--- src/rtl/alu_reuse_pkg.sv ---
`timescale 1ns/1ps
package alu_reuse_pkg;
  localparam int OP_W = 4;

  typedef enum logic [OP_W-1:0] {
    OP_ADD   = 4'd0,
    OP_SUB   = 4'd1,
    OP_INC   = 4'd2,
    OP_DEC   = 4'd3,
    OP_NEG   = 4'd4,
    OP_AND   = 4'd5,
    OP_OR    = 4'd6,
    OP_XOR   = 4'd7,
    OP_XNOR  = 4'd8,
    OP_NAND  = 4'd9,
    OP_NOR   = 4'd10,
    OP_NOT   = 4'd11,
    OP_PASSA = 4'd12,
    OP_PASSB = 4'd13,
    OP_ZERO  = 4'd14,
    OP_RSVD  = 4'd15
  } alu_op_e;

  typedef enum logic [1:0] {
    SEL_SUM  = 2'd0,
    SEL_PROP = 2'd1,
    SEL_GEN  = 2'd2,
    SEL_NGEN = 2'd3
  } out_sel_e;

  typedef struct packed {
    logic inv;
    logic clr;
    logic set;
  } opnd_ctl_t;

  typedef struct packed {
    opnd_ctl_t a;
    opnd_ctl_t b;
    logic      cin;
    out_sel_e  sel;
  } alu_ctl_t;
endpackage

--- src/rtl/alu_reuse_decode.sv ---
`timescale 1ns/1ps
module alu_reuse_decode
  import alu_reuse_pkg::*;
(
  input  logic [OP_W-1:0] opcode_i,
  output alu_ctl_t        ctl_o
);
  localparam opnd_ctl_t KEEP = '{inv: 1'b0, clr: 1'b0, set: 1'b0};
  localparam opnd_ctl_t FLIP = '{inv: 1'b1, clr: 1'b0, set: 1'b0};
  localparam opnd_ctl_t ZERO = '{inv: 1'b0, clr: 1'b1, set: 1'b0};
  localparam opnd_ctl_t ONES = '{inv: 1'b0, clr: 1'b0, set: 1'b1};

  always_comb begin
    ctl_o = '{a: ZERO, b: ZERO, cin: 1'b0, sel: SEL_PROP};
    unique case (alu_op_e'(opcode_i))
      OP_ADD:   ctl_o = '{a: KEEP, b: KEEP, cin: 1'b0, sel: SEL_SUM};
      OP_SUB:   ctl_o = '{a: KEEP, b: FLIP, cin: 1'b1, sel: SEL_SUM};
      OP_INC:   ctl_o = '{a: KEEP, b: ZERO, cin: 1'b1, sel: SEL_SUM};
      OP_DEC:   ctl_o = '{a: KEEP, b: ONES, cin: 1'b0, sel: SEL_SUM};
      OP_NEG:   ctl_o = '{a: FLIP, b: ZERO, cin: 1'b1, sel: SEL_SUM};
      OP_AND:   ctl_o = '{a: KEEP, b: KEEP, cin: 1'b0, sel: SEL_GEN};
      // OR via De Morgan: ~(~a & ~b)
      OP_OR:    ctl_o = '{a: FLIP, b: FLIP, cin: 1'b0, sel: SEL_NGEN};
      OP_XOR:   ctl_o = '{a: KEEP, b: KEEP, cin: 1'b0, sel: SEL_PROP};
      OP_XNOR:  ctl_o = '{a: KEEP, b: FLIP, cin: 1'b0, sel: SEL_PROP};
      OP_NAND:  ctl_o = '{a: KEEP, b: KEEP, cin: 1'b0, sel: SEL_NGEN};
      OP_NOR:   ctl_o = '{a: FLIP, b: FLIP, cin: 1'b0, sel: SEL_GEN};
      OP_NOT:   ctl_o = '{a: FLIP, b: ZERO, cin: 1'b0, sel: SEL_PROP};
      OP_PASSA: ctl_o = '{a: KEEP, b: ZERO, cin: 1'b0, sel: SEL_PROP};
      OP_PASSB: ctl_o = '{a: ZERO, b: KEEP, cin: 1'b0, sel: SEL_PROP};
      default:  ctl_o = '{a: ZERO, b: ZERO, cin: 1'b0, sel: SEL_PROP};
    endcase
  end
endmodule

--- src/rtl/alu_reuse_opnd.sv ---
`timescale 1ns/1ps
module alu_reuse_opnd
  import alu_reuse_pkg::*;
#(
  parameter int W = 32
) (
  input  logic [W-1:0] x_i,
  input  opnd_ctl_t    ctl_i,
  output logic [W-1:0] y_o
);
  logic [W-1:0] forced;

  always_comb begin
    if (ctl_i.set)      forced = '1;
    else if (ctl_i.clr) forced = '0;
    else                forced = x_i;
    y_o = forced ^ {W{ctl_i.inv}};
  end
endmodule

--- src/rtl/alu_reuse_adder.sv ---
`timescale 1ns/1ps
module alu_reuse_adder #(
  parameter int W = 32
) (
  input  logic [W-1:0] a_i,
  input  logic [W-1:0] b_i,
  input  logic         cin_i,
  output logic [W-1:0] sum_o,
  output logic [W-1:0] prop_o,
  output logic [W-1:0] gen_o
);
  logic [W:0] carry;

  assign prop_o   = a_i ^ b_i;
  assign gen_o    = a_i & b_i;
  assign carry[0] = cin_i;

  for (genvar i = 0; i < W; i++) begin : g_bit
    assign carry[i+1] = gen_o[i] | (prop_o[i] & carry[i]);
    assign sum_o[i]   = prop_o[i] ^ carry[i];
  end
endmodule

--- src/rtl/alu_reuse_top.sv ---
`timescale 1ns/1ps
module alu_reuse_top
  import alu_reuse_pkg::*;
#(
  parameter int W = 32
) (
  input  logic            en_i,
  input  logic [OP_W-1:0] opcode_i,
  input  logic [W-1:0]    a_i,
  input  logic [W-1:0]    b_i,
  output logic [W-1:0]    result_o
);
  alu_ctl_t     ctl;
  logic [W-1:0] a_iso, b_iso;
  logic [W-1:0] a_cond, b_cond;
  logic [W-1:0] sum, prop, gen;

  // operand isolation: idle unit sees constant zero
  assign a_iso = a_i & {W{en_i}};
  assign b_iso = b_i & {W{en_i}};

  alu_reuse_decode u_dec (
    .opcode_i (opcode_i),
    .ctl_o    (ctl)
  );

  alu_reuse_opnd #(.W(W)) u_opnd_a (
    .x_i   (a_iso),
    .ctl_i (ctl.a),
    .y_o   (a_cond)
  );

  alu_reuse_opnd #(.W(W)) u_opnd_b (
    .x_i   (b_iso),
    .ctl_i (ctl.b),
    .y_o   (b_cond)
  );

  alu_reuse_adder #(.W(W)) u_add (
    .a_i    (a_cond),
    .b_i    (b_cond),
    .cin_i  (ctl.cin),
    .sum_o  (sum),
    .prop_o (prop),
    .gen_o  (gen)
  );

  always_comb begin
    unique case (ctl.sel)
      SEL_SUM:  result_o = sum;
      SEL_PROP: result_o = prop;
      SEL_GEN:  result_o = gen;
      default:  result_o = ~gen;
    endcase
  end
endmodule

--- config.mk ---
export PLATFORM = sky130hd
export DESIGN_NAME = alu_reuse_top
export DESIGN_NICKNAME = d
export VERILOG_FILES = /design/src/rtl/alu_reuse_pkg.sv /design/src/rtl/alu_reuse_decode.sv /design/src/rtl/alu_reuse_opnd.sv /design/src/rtl/alu_reuse_adder.sv /design/src/rtl/alu_reuse_top.sv
export SDC_FILE = /design/constraint.sdc
export NUM_CORES = 1
export LEC_CHECK = 0
export ABC_AREA = 0
export ABC_CLOCK_PERIOD_IN_PS = 32500
export BUFFER_PORTS_ARGS = -buffer_cell sky130_fd_sc_hd__buf_2
export CORE_UTILIZATION = 46
export DETAILED_ROUTE_END_ITERATION = 16
export PLACE_DENSITY_LB_ADDON = 0.05
export SLEW_MARGIN = 25
export SYNTH_ARGS = -nofsm -noshare
export SYNTH_HDL_FRONTEND = slang
export SYNTH_HIERARCHICAL = 1
export SYNTH_SLANG_ARGS = --single-unit
--- constraint.sdc ---
create_clock -name vclk -period 32.5
set_input_delay 1.625 -clock vclk [all_inputs]
set_output_delay 1.625 -clock vclk [all_outputs]
set_load 0.01 [all_outputs]
After elaboration in Yosys (flattened, before gate mapping)
Memory sizes are Yosys's and may differ from the RTL's.
Cells that the tools add are included.
Widths: inputs -> output; s select.
{"block": "totals", "in_bits": 69, "ff_bits": 0, "ramBits": 0, "memories": 1, "latchBits": 0, "rom_bits": 128}
{"name": "(no name shown)", "depth": 16, "width": 8, "rd": 1, "rd_ports_with_merged_regs": 0, "wr": 0, "line_no": "alu_reuse_decode.sv:15", "source": "unique case (alu_op_e'(opcode_i))"}
{"block": "classes", "n_lt_le_gt_ge": 0, "shifts": 0, "n_bitwise": 101, "muxes": 5, "multipliers": 0, "add_sub_neg": 0, "n_eq_ne": 2, "div_mod_pow": 0, "n_reduce_logical": 1}
{"cell": "$mux 32", "n": 4}
{"cell": "$and 32x32->32", "n": 3}
{"cell": "$pmux 32 s3", "n": 1}
{"cell": "$xor 32x32->32", "n": 3}
{"cell": "$not 32->32", "n": 1}
{"cell": "$xor 1x1->1", "n": 32}
{"cell": "$and 1x1->1", "n": 31}
{"cell": "$or 1x1->1", "n": 31}
{"cell": "$eq 2x1->1 const B", "n": 1}
{"cell": "$eq 2x2->1 const B", "n": 1}
{"cell": "$logic_not 2->1", "n": 1}

Depth between registers and ports, before layout
Gate-level depths: netlist of the first run.
{"block": "depth", "word_depth": 69, "depth_mapped": 45, "mapped_depth_nobuf": 44}

By module
The synthesis of the first run kept the hierarchy.
{"module": "alu_reuse_top", "instances": 1, "seq_area_each_um2": 0.0, "cells_each": 251, "area_per_inst_um2": 1531.5}
{"module": "alu_reuse_opnd", "instances": 2, "seq_area_each_um2": 0.0, "cells_each": 75, "area_per_inst_um2": 556.8}
{"module": "alu_reuse_adder", "instances": 1, "seq_area_each_um2": 0.0, "cells_each": 69, "area_per_inst_um2": 1048.5}
{"module": "alu_reuse_decode", "instances": 1, "seq_area_each_um2": 0.0, "cells_each": 31, "area_per_inst_um2": 242.7}

Least setup slack after synthesis of the first run
Ideal clock, no wire load.
{"block": "synth_path", "path_kind": "input to output", "startpoint": "input opcode_i[0]", "endpoint": "output result_o[31]", "t_arrival_ps": 14788, "stages": 45, "n_path_buf": 1, "required_ps": 30875, "setup_slack_ps": 16087, "path_cell_list": "inv_1 ha_1 mux2i_1 mux2i_1 inv_2 clkbuf_8 a21oi_2 xnor2_1 inv_1 fa_1 inv_1 fa_1 fa_1 fa_1 fa_1 fa_1 fa_1 fa_1 [9 not listed] fa_1 fa_1 fa_1 fa_1 fa_1 fa_1 fa_1 fa_1 fa_1 fa_1 fa_1 fa_1 fa_1 fa_1 xor2_1 nor2b_1 a211oi_2 a21oi_1"}
{"element": "start: declaration", "line_no": "alu_reuse_top.sv:8", "source": "input logic [OP_W-1:0] opcode_i,"}
{"element": "end: declaration", "line_no": "alu_reuse_top.sv:11", "source": "output logic [W-1:0] result_o"}

==> flow_metrics.tcl, run 1 <==
set metrics [dict create \
    cts_setup_buffers 0 \
    clkbuf_count 0 \
    die_area_um2 8930 \
    arrival_ns 15.98 \
    wirelength_um 8530 \
    final_common_cell "buf_2" \
    cts.hold.buffers_added 0 \
    final_max_slew_viol_count 0 \
    grt_pass1_vias 3187 \
    rows 33 \
    max_freq_mhz 56.8 \
    drc 0 \
    die_height_um 94.5 \
    instances_no_fill 662 \
    critPathMaxFanout 32 \
    syn2layout_area_growth_pct 8.20 \
    nFillCells 844 \
    postLayoutSetupSlackWorst_ns 14.90 \
    drtPass1Iterations 4 \
    pre_cts_ws_ns 14.96 \
    antenna_cells 0 \
    critPathMaxStageDelay_ns 0.47 \
    critPathLaunchType "input port" \
    grt_pass1_wl_um 14300 \
    p_leak_nw 1.71 \
    whs_ns 4.07 \
    worst_pin_slew_ns 0.869 \
    synth_nets 639 \
    rsz0062_at_grt "no" \
    port_buffers 101 \
    grt-ovfl-total 0 \
    dpl.hpwl_um 6270 \
    vias 3472 \
    fin_crit_ns 17.60 \
    post-place-cells 662 \
    tns_ns 0 \
    register_area_um2 0 \
    placed_area_um2 4260 \
    slowest_stage "inv_2" \
    yosysWarnings 6 \
    syn_area_um2 3940 \
    hold_path.class "input port to output pin" \
    drt_iter0_drc 56 \
    grt_usage_pct 19.2 \
    cpMostUsedCell "fa_1" \
    finalSetupViolCount 0 \
    drive_gt1_share_pct 24.4 \
    initial_core_util_pct 47.7 \
    relSlewSlack_pct 42.1 \
    antenna_found_initial 0 \
    grt_max_degree 129 \
    multi_input_area_um2 3540 \
    final_hold_viol_count 0 \
    synth-seq-area-share_pct 0 \
    synthCells 501 \
    crit_path_end_kind "output pin" \
    die_x_um 94.5 \
    critPathRequiredTime_ns 30.87 \
    final_cell_mix "101 x buf_2, 87 x a21oi_1, 64 x and2_1, 64 x xnor2_1, 38 x ha_1" \
    final_nets 697 \
    path_class "input port to output pin" \
    stdcell_area_um2 4260 \
    synth.distinct_cells 27 \
    post_drt_wl_per_cell_um 12.9 \
    gp_congestion 0.772 \
    coreArea_um2 8260 \
    status "complete, no violations" \
    final.period_utilization_pct 54.2 \
    ant_nets 0 \
    power_density_nw_per_um2 32.7 \
    total_power_mw 0.139 \
    utilization_pct 51.6 \
    cts.repair.resized 0 \
    vdd_drop_max_mv 0.0211 \
    via_per_inst 5.24 \
    drv_cap 0 \
    syn_avg_cell_area_um2 7.86 \
    io_pins 101 \
    nFlopsAndLatches 0 \
]
-- Yosys cell counts (4+ instances only) --
cell,n,share of area [%]
ha_1,38,12
a21oi_2,10,2.2
a21oi_1,88,11
fa_1,31,16
a211oi_1,19,3.6
clkbuf_1,9,0.86
and2_1,65,10
o21ai_1,29,3.7
xnor2_1,64,14
nor2b_1,32,5.1
o21ai_0,4,0.51
a211oi_2,13,4.1
buf_2,9,1.1
buf_4,12,2.3
inv_1,8,0.76
nand2_1,33,3.1
buf_6,18,5.1
mux2i_1,5,1.3
-- path summary, 6_finish.rpt --
kind	slack (ns)	from	end	cells after the start
worst max-delay path	14.90	opcode_i[0]	result_o[31]	46
worst min-delay path	4.07	opcode_i[1]	result_o[26]	5
-- critical path: cells and delay by family --
kind                     cells  cell delay [ns]
multiplexers                 2             0.23
AO/OA/AOI/OAI                3             0.40
XOR/XNOR                     2             0.34
AND/OR/NAND/NOR              1             0.14
adder cells (fa/ha/maj)     32            12.20
buffers and inverters        6             1.04
-- area by class of cell --
type	count	area share [%]
repair buffers	106	12.8
multi-input cells	441	83.2
well taps	105	3.08
inverters	10	0.881
-- cell families (layout without fill, tap and decap cells) --
kind of cell | count (synthesis) | after routing | synth area share, %
XOR/XNOR | 66 | 66 | 14.7
adder cells (fa/ha/maj) | 69 | 69 | 27.8
AND/OR/NAND/NOR | 136 | 136 | 19.5
multiplexers | 5 | 5 | 1.27
buffers and inverters | 60 | 116 | 11.1
other | 1 | 1 | 0.0953
AO/OA/AOI/OAI | 164 | 164 | 25.6
-- power breakdown --
part | total [mW] | switching [mW] | leakage, nW | internal (mW)
clock | 0 | 0 | 0 | 0
combinational | 0.139 | 0.0749 | 1.71 | 0.0643
sequential | 0 | 0 | 0 | 0
total | 0.139 | 0.0749 | 1.71 | 0.0643
-- routing by layer --
metal  up-vias  routed length, µm  global-route usage, %  part of all wire [%]
met5         -                  0                      0                     0
met4         0                  0                  0.505                     0
met3         0                286                  0.322                   3.4
met2        69               4020                   34.5                    47
met1      1590               4220                   27.0                    49
li1       1813                  -                      -                     -
Power figures use the tool's default switching activity.
==> inputs of run 2 (changes only) <==
--- a/config.mk
+++ b/config.mk
@@ -5,8 +5,8 @@
 export SDC_FILE = /design/constraint.sdc
 export NUM_CORES = 1
 export LEC_CHECK = 0
-export ABC_AREA = 0
-export ABC_CLOCK_PERIOD_IN_PS = 32500
+export ABC_AREA = 1
+export ABC_CLOCK_PERIOD_IN_PS = 15200
 export BUFFER_PORTS_ARGS = -buffer_cell sky130_fd_sc_hd__buf_2
 export CORE_UTILIZATION = 46
 export DETAILED_ROUTE_END_ITERATION = 16
==> constraint.sdc (replaced) <==
create_clock -name vclk -period 15.2
set_input_delay 0.76 -clock vclk [all_inputs]
set_output_delay 0.76 -clock vclk [all_outputs]
set_load 0.01 [all_outputs]
==> flow_metrics.tcl, run 2 <==
set metrics [dict create \
    status "complete, no violations" \
    critPathMaxStageDelay_ns 0.41 \
    die_x_um 103 \
    drtPass1Iterations 4 \
    nFlopsAndLatches 0 \
    path_class "input port to output pin" \
    synth_nets 963 \
    clkbuf_count 0 \
    vias 5076 \
    yosys.area.top_type_share_pct 26.1 \
    worst_pin_slew_ns 0.735 \
    multi_input_area_um2 3790 \
    register_area_um2 0 \
    grt_pass1_wl_um 21100 \
    via_per_inst 5.02 \
    stdcell_area_um2 5030 \
    critPathTopFamily "adder cells" \
    syn2layout_area_growth_pct 6.52 \
    final_max_slew_viol_count 0 \
    die_height_um 103 \
    synth-seq-area-share_pct 0 \
    cpMostUsedCell "fa_1" \
    power_density_nw_per_um2 50.8 \
    grt_pass1_vias 4638 \
    critPathLaunchType "input port" \
    dpl.hpwl_um 9110 \
    coreArea_um2 9860 \
    final_common_cell "nand2_1" \
    post_drt_wl_per_cell_um 12.3 \
    synth.distinct_cells 25 \
    critPathRequiredTime_ns 14.44 \
    slowest_stage "fa_1" \
    initial_core_util_pct 47.9 \
    port_buffers 101 \
    grt_max_degree 68 \
    nFillCells 1068 \
    netlist_top_cells_area "nand2_1 26%, nand3_1 15%, fa_1 13%" \
    hold_path.class "input port to output pin" \
    synthCells 825 \
    crit_path_end_kind "output pin" \
    antenna_found_initial 0 \
    final_cell_mix "328 x nand2_1, 143 x nand3_1, 106 x inv_1, 101 x buf_2, 55 x nand2_2" \
    max_freq_mhz 68.5 \
    fin_crit_ns 14.61 \
    cts.hold.buffers_added 0 \
    rows 36 \
    antenna_cells 0 \
    yosys.area.top_type "nand2_1" \
    finalSetupViolCount 0 \
    wirelength_um 12400 \
    io_pins 101 \
    synth.most_common_cell "nand2_1" \
    final_hold_viol_count 0 \
    vdd_drop_max_mv 0.0236 \
    final_nets 1019 \
    tns_ns 0 \
    critPathMaxFanout 6 \
    grt_usage_pct 24.3 \
    arrival_ns 13.85 \
    ant_nets 0 \
    drive_gt1_share_pct 23.9 \
    cts_setup_buffers 0 \
    crit_buf_inv 8 \
    yosysWarnings 6 \
    relSlewSlack_pct 51.0 \
    die_area_um2 10700 \
    drt_iter0_drc 201 \
    syn_avg_cell_area_um2 5.72 \
    rsz0062_at_grt "no" \
    syn_area_um2 4720 \
    final.period_utilization_pct 96.1 \
    drc 0 \
    p_leak_nw 3.16 \
    grt-ovfl-total 0 \
    placed_area_um2 4990 \
    gp_congestion 0.872 \
    drv_cap 0 \
    synth_common_cells "328 x nand2_1, 143 x nand3_1, 108 x inv_1" \
]
[run 2: repair_timing]
action / CTS / global route
cloned: 0 / 0
gates resized for setup: 4 / 12
setup endpoints to repair: 2 / 3
[run 2: cell families (layout without fill, tap and decap cells)]
logic type,count (synthesis),count (layout),share of synthesized area (%)
adders and majority gates,69,69,23.2
and+or+nand+nor,572,572,55.5
other,1,1,0.0794
buffers and inverters,180,234,20.9
AOI/OAI and AO/OA,3,3,0.318
[run 2: final timing paths]
path	startpoint	to	slack, ns	cells after the start
hold / removal	b_i[0]	result_o[0]	2.28	11
setup / recovery	opcode_i[0]	result_o[31]	0.59	51
[run 2: per-stage QoR]
stage                     util, %  power, mW  setup WS [ns]  instances  hold WS [ns]
after floorplan                 -      0.190          0.867        825          2.00
after global placement       50.6      0.245          0.146       1012          2.29
after detailed placement     50.6      0.251        -0.0778       1012          2.29
after CTS                    50.7      0.253         0.0366       1012          2.29
after global routing         51.0      0.296         0.0356       1012          2.38
final                        51.0      0.256          0.591       1012          2.28
[run 2: cell type report]
type                       instances  area share, %
multi-input combinational        645           75.4
tap                              133           3.31
inverter                         118           9.00
timing repair buffer             116           12.3
[run 2: report_power, final]
group	total [mW]	internal, mW	switching, mW
clock network	0	0	0
logic	0.256	0.0987	0.157
registers	0	0	0
[run 2: metal layers]
layer,wire [µm],vias to the layer above,GRT usage [%]
met5,0,-,0
met2,5900,135,44.0
met1,5850,2272,33.1
met4,108,0,3.14
met3,579,8,0.538
li1,-,2661,-
